**config.mk**
```make
export PLATFORM = sky130hd
export DESIGN_NAME = sel_cascade
export DESIGN_NICKNAME = d
export VERILOG_FILES = /design/src/rtl/sel_pkg.sv /design/src/rtl/sel_node4.sv /design/src/rtl/sel_tree.sv /design/src/rtl/sel_cascade.sv
export SDC_FILE = /design/constraint.sdc
export NUM_CORES = 1
export LEC_CHECK = 0
export BUFFER_PORTS_ARGS = -buffer_cell sky130_fd_sc_hd__buf_4
export CAP_MARGIN = 20
export CELL_PAD_IN_SITES_DETAIL_PLACEMENT = 1
export CELL_PAD_IN_SITES_GLOBAL_PLACEMENT = 2
export CORE_ASPECT_RATIO = 0.5
export CORE_UTILIZATION = 24
export DETAILED_ROUTE_END_ITERATION = 8
export GPL_ROUTABILITY_DRIVEN = 0
export PLACE_DENSITY = 0.88
export SYNTH_ARGS = -nofsm -noshare
export SYNTH_HDL_FRONTEND = slang
export SYNTH_SLANG_ARGS = --single-unit
```
**constraint.sdc**
```tcl
create_clock -name vclk -period 5
set_clock_uncertainty 0.05 [all_clocks]
set_input_delay 1 -clock vclk [all_inputs]
set_output_delay 1 -clock vclk [all_outputs]
set_load 0.03 [all_outputs]
```
**src/rtl/sel_pkg.sv**
```systemverilog
package sel_pkg;

  // Offset of the first node of a tree level in a flat per-level vector.
  // Level 0 holds the leaf entries, level LEVELS holds the root output.
  function automatic int unsigned lvl_off(input int unsigned levels,
                                          input int unsigned lvl);
    int unsigned acc;
    acc = 0;
    for (int unsigned k = 0; k < lvl; k++) begin
      acc += 4 ** (levels - k);
    end
    return acc;
  endfunction

endpackage

```
**src/rtl/sel_node4.sv**
```systemverilog
module sel_node4 #(
  parameter int unsigned TAG_W     = 6,
  parameter bit          CARRY_TAG = 1'b1
) (
  input  logic [3:0]         req_i,
  input  logic               gnt_i,
  input  logic [4*TAG_W-1:0] tag_i,
  output logic [3:0]         gnt_o,
  output logic               req_o,
  output logic [TAG_W-1:0]   tag_o
);

  logic [3:0] first;

  // Fixed priority: input 0 highest.
  always_comb begin
    first[0] = req_i[0];
    first[1] = req_i[1] & ~req_i[0];
    first[2] = req_i[2] & ~|req_i[1:0];
    first[3] = req_i[3] & ~|req_i[2:0];
  end

  assign gnt_o = first & {4{gnt_i}};
  assign req_o = |req_i;

  generate
    if (CARRY_TAG) begin : g_tag
      always_comb begin
        tag_o = '0;
        for (int i = 0; i < 4; i++) begin
          if (first[i]) tag_o = tag_i[i*TAG_W +: TAG_W];
        end
      end
    end else begin : g_notag
      assign tag_o = '0;
    end
  endgenerate

endmodule

```
**src/rtl/sel_tree.sv**
```systemverilog
module sel_tree
  import sel_pkg::*;
#(
  parameter int unsigned LEVELS    = 2,
  parameter int unsigned TAG_W     = 6,
  parameter bit          CARRY_TAG = 1'b1
) (
  input  logic [4**LEVELS-1:0]       req_i,
  input  logic [4**LEVELS*TAG_W-1:0] tag_i,
  input  logic                       avail_i,
  output logic [4**LEVELS-1:0]       gnt_o,
  output logic                       any_o,
  output logic [TAG_W-1:0]           tag_o
);

  localparam int unsigned ENTRIES = 4 ** LEVELS;
  localparam int unsigned TOTAL   = lvl_off(LEVELS, LEVELS + 1);
  localparam int unsigned ROOT    = TOTAL - 1;

  logic [TOTAL-1:0]       req_all;
  logic [TOTAL-1:0]       gnt_all;
  logic [TOTAL*TAG_W-1:0] tag_all;

  assign req_all[ENTRIES-1:0]         = req_i;
  assign tag_all[ENTRIES*TAG_W-1:0]   = tag_i;
  assign gnt_all[ROOT]                = avail_i;
  assign gnt_o                        = gnt_all[ENTRIES-1:0];
  assign any_o                        = req_all[ROOT];
  assign tag_o = (avail_i && req_all[ROOT]) ? tag_all[ROOT*TAG_W +: TAG_W] : '0;

  generate
    for (genvar l = 0; l < LEVELS; l++) begin : g_lvl
      localparam int unsigned IN_OFF  = lvl_off(LEVELS, l);
      localparam int unsigned OUT_OFF = lvl_off(LEVELS, l + 1);
      localparam int unsigned NODES   = 4 ** (LEVELS - l - 1);
      for (genvar n = 0; n < NODES; n++) begin : g_node
        sel_node4 #(
          .TAG_W     (TAG_W),
          .CARRY_TAG (CARRY_TAG)
        ) u_node (
          .req_i (req_all[IN_OFF + 4*n +: 4]),
          .gnt_i (gnt_all[OUT_OFF + n]),
          .tag_i (tag_all[(IN_OFF + 4*n)*TAG_W +: 4*TAG_W]),
          .gnt_o (gnt_all[IN_OFF + 4*n +: 4]),
          .req_o (req_all[OUT_OFF + n]),
          .tag_o (tag_all[(OUT_OFF + n)*TAG_W +: TAG_W])
        );
      end
    end
  endgenerate

endmodule

```
**src/rtl/sel_cascade.sv**
```systemverilog
module sel_cascade #(
  parameter int unsigned LEVELS    = 2,
  parameter int unsigned WAYS      = 3,
  parameter int unsigned TAG_W     = 6,
  parameter bit          CARRY_TAG = 1'b1
) (
  input  logic [4**LEVELS-1:0]       req_i,
  input  logic [4**LEVELS*TAG_W-1:0] tag_i,
  input  logic [WAYS-1:0]            avail_i,
  output logic [WAYS*4**LEVELS-1:0]  grant_o,
  output logic [WAYS-1:0]            grant_vld_o,
  output logic [WAYS*TAG_W-1:0]      tag_o
);

  localparam int unsigned ENTRIES = 4 ** LEVELS;

  // Request vector seen by each way after earlier winners are removed.
  logic [WAYS*ENTRIES-1:0] elig;
  logic [WAYS-1:0]         any;

  generate
    for (genvar w = 0; w < WAYS; w++) begin : g_way
      if (w == 0) begin : g_first
        assign elig[0 +: ENTRIES] = req_i;
      end else begin : g_later
        assign elig[w*ENTRIES +: ENTRIES] =
          elig[(w-1)*ENTRIES +: ENTRIES] & ~grant_o[(w-1)*ENTRIES +: ENTRIES];
      end

      sel_tree #(
        .LEVELS    (LEVELS),
        .TAG_W     (TAG_W),
        .CARRY_TAG (CARRY_TAG)
      ) u_tree (
        .req_i   (elig[w*ENTRIES +: ENTRIES]),
        .tag_i   (tag_i),
        .avail_i (avail_i[w]),
        .gnt_o   (grant_o[w*ENTRIES +: ENTRIES]),
        .any_o   (any[w]),
        .tag_o   (tag_o[w*TAG_W +: TAG_W])
      );

      assign grant_vld_o[w] = any[w] & avail_i[w];
    end
  endgenerate

endmodule

```
==> key figures <==
Status
  • Status: complete, but fails checks
  • Failing checks: DRC

Global routing
  • Largest net degree at the start of global routing: 47
  • Number of global-route vias before repair: 7331
  • Initial antenna violation count: 0
  • First-pass GRT wire length: 41520 um
  • Total grt overflow: 0
  • GRT Overall Usage: 27.95%

Clock tree
  • # hold bufs at CTS: 0

Critical path
  • CP required: 3.95 ns
  • Startpoint type of the worst setup path: input pin
  • CP dominant cell by count: buf_4
  • Critical path type: in2out
  • Critical path capture point type: primary output
  • Max incr delay on CP: 0.58 ns
  • Critical-path cell list: buf_4 > or4b_4 > nor2_1 > buf_4 > nand3_1 > a21boi_0 > o221ai_1 > buf_4 > nand2_1 > buf_4 > nor2_1 > nand2_1 > a211oi_1 > buf_4
  • Top delay family on crit path: simple AND/OR/NAND/NOR gates
  • WP data arrival: 3.89 ns
  • Worst-path fanout max: 7
  • Worst path bufs/invs: 5
  • Crit-path slowest cell: or4b_4

Drt
  • Wire length per cell: 22.65 um
  • DRT iter0 DRCs: 805
  • Vias: 7451
  • Residual DRC: 8
  • Final wirelength: 27500 um
  • Final ANT Viol Nets: 0
  • Detailed Routing Iterations Pass 1: 7
  • Vias per cell: 6.138

Final layout
  • Reg area: 0 um^2
  • Fraction of layout cells with a size suffix above 1: 35.20%
  • # diodes: 0
  • Final #Nets: 1097
  • Clock buffers: 0
  • Num sequential: 0
  • Area growth syn-to-layout: 55.85%
  • Final core utilization: 38.68%
  • Design Area, Final: 0.006812 mm^2

Floorplanning
  • Die span in y: 97.42 um
  • Ports: 184
  • # rows: 34
  • Die area: 0.01879 mm^2
  • Die width: 192.8 um
  • Initial Util: 24.82%
  • Core Area: 0.01761 mm^2

Power
  • PnR Total Power: 0.6215 mW
  • Leak: 2.891 nW
  • Peak supply drop: 0.03395 mV
  • Power Density: 91.24 mW/mm^2

STA
  • Tmin final: 4.936 ns
  • RSZ-0062 raised after global routing: true
  • Crit share post-route: 98.72%
  • Maximum clock rate: 202.6 MHz
  • Worst-Margin Slew: 0.6158 ns
  • Hold Violations, Final: 0
  • Rel. slew slack: 58.79%
  • Fin. max-slew vios: 0
  • Setup violators final: 0

Synthesis
  • Top cells by area, synth: nand2_1 11%, a21oi_1 7.0%, nor2_1 7.0%
  • Synth warnings: 0
  • Yosys top cell area share: 10.91%
  • Netlist cell types: 70
  • Syn Inst Count: 765
  • Sequential share of the synthesized area: 0%
  • Avg Synthesized Cell Area: 5.713 um^2
  • Dominant cell type by area after synthesis: nand2_1
  • Post-Syn Area: 0.004370 mm^2
  • Syn_nets: 880

Min path
  • Worst hold path type: in2out

Place
  • Hpwl dp: 21820 um
  • DP Area: 0.006441 mm^2
  • I/O Buffers: 184

Run
  • Max-Cap Viols: 0
[metrics by stage]
step	hold WS [ns]	cells	setup TNS, ns	setup slack [ns]
after floorplan	2.172	765	0	0.02715
after global placement	2.346	1202	-0.1653	-0.04394
after detailed placement	2.337	1202	-1.140	-0.2597
after CTS	2.338	1207	0	0.004277
after global routing	2.355	1214	-0.1279	-0.04319
final	2.335	1214	0	0.06387
[tightest hold or removal path, cell delays in order]
cell and delay [ns]:
buf_4 0.10, a211o_1 0.14, buf_6 0.13
[synth_stat cells, types with 6 or more instances]
| cell type | count |
|---|---|
| a221o_1 | 12 |
| o22a_1 | 9 |
| a21oi_1 | 61 |
| buf_1 | 12 |
| nor3_1 | 26 |
| nor2b_1 | 6 |
| o21ai_0 | 37 |
| o21a_1 | 10 |
| nand3_1 | 42 |
| a22oi_1 | 15 |
| and2_1 | 26 |
| nor3b_1 | 6 |
| nand4_1 | 6 |
| a31oi_1 | 29 |
| nand2_1 | 127 |
| a211oi_1 | 10 |
| o221ai_1 | 9 |
| clkbuf_1 | 48 |
| a221oi_1 | 34 |
| xnor2_1 | 7 |
| buf_2 | 6 |
| a31o_2 | 6 |
| nor2_1 | 81 |
| a32oi_1 | 6 |
| inv_1 | 13 |
| o22ai_1 | 12 |
| a21o_1 | 6 |
| and3_1 | 20 |
[cells by family (layout without fill, tap and decap cells)]
family / count (synthesis) / in the layout / share of synthesized area (%)
and+or+nand+nor: 371 / 371 / 41.31
buffers and inverters: 83 / 298 / 7.558
adders and majority gates: 2 / 2 / 0.4581
xor gates and xnor gates: 10 / 10 / 2.004
AOI/OAI and AO/OA: 294 / 294 / 47.52
muxes: 5 / 5 / 1.145
[area by class of cell]
cell class                 count  area [um^2]
multi-input combinational    682         4283
tap                          234        292.8
fill                        2331        10800
timing repair buffer         283         2180
inverter                      15        56.30
[report_power, final]
group	switching (mW)	internal (mW)
combinational	0.372	0.249
sequential	0	0
clock	0	0
[per-layer routing]
metal	track usage (%)	vias up	share of wire, %
met2	43.01	366	44
met5	0	-	0
met1	39.14	3670	44
met3	5.345	51	8.8
li1	-	3364	-
met4	7.753	0	2.6
[worst paths after layout]
| check | endpoint | start | slack, ns | depth (start not counted) |
|---|---|---|---|---|
| worst min-delay path | tag_o[16] | tag_i[94] | 2.34 | 3 |
| worst max-delay path | grant_o[41] | req_i[0] | 0.06 | 14 |
[cell usage in the layout, fill, tap and decap left out, drive strengths merged, types with 5 or more instances in the layout]
master / synthesis / layout
buf: 20 / 283
nand2: 127 / 127
nor2: 82 / 82
a21oi: 61 / 61
nand3: 43 / 43
o21ai: 39 / 39
a221oi: 35 / 35
a31oi: 29 / 29
nor3: 27 / 27
and2: 27 / 27
and3: 20 / 20
a22oi: 15 / 15
inv: 13 / 13
a221o: 12 / 12
o22ai: 12 / 12
o21a: 10 / 10
a211oi: 10 / 10
o221ai: 9 / 9
o22a: 9 / 9
xnor2: 7 / 7
nand4: 7 / 7
nor3b: 7 / 7
nor2b: 6 / 6
a31o: 6 / 6
a21o: 6 / 6
a32oi: 6 / 6
nand2b: 5 / 5
o211ai: 5 / 5
or3: 5 / 5
o31ai: 5 / 5
mux2i: 5 / 5
[what timing repair did]
item | 4_1_cts | 5_1_grt
endpoints found under the setup margin | 10 | 14
buffers inserted | 5 | 7
endpoints found under the hold margin | 0 | 0
pin swaps | 2 | 25
resized for setup | 8 | 52
Note: power is estimated with default switching activity, not from simulation.
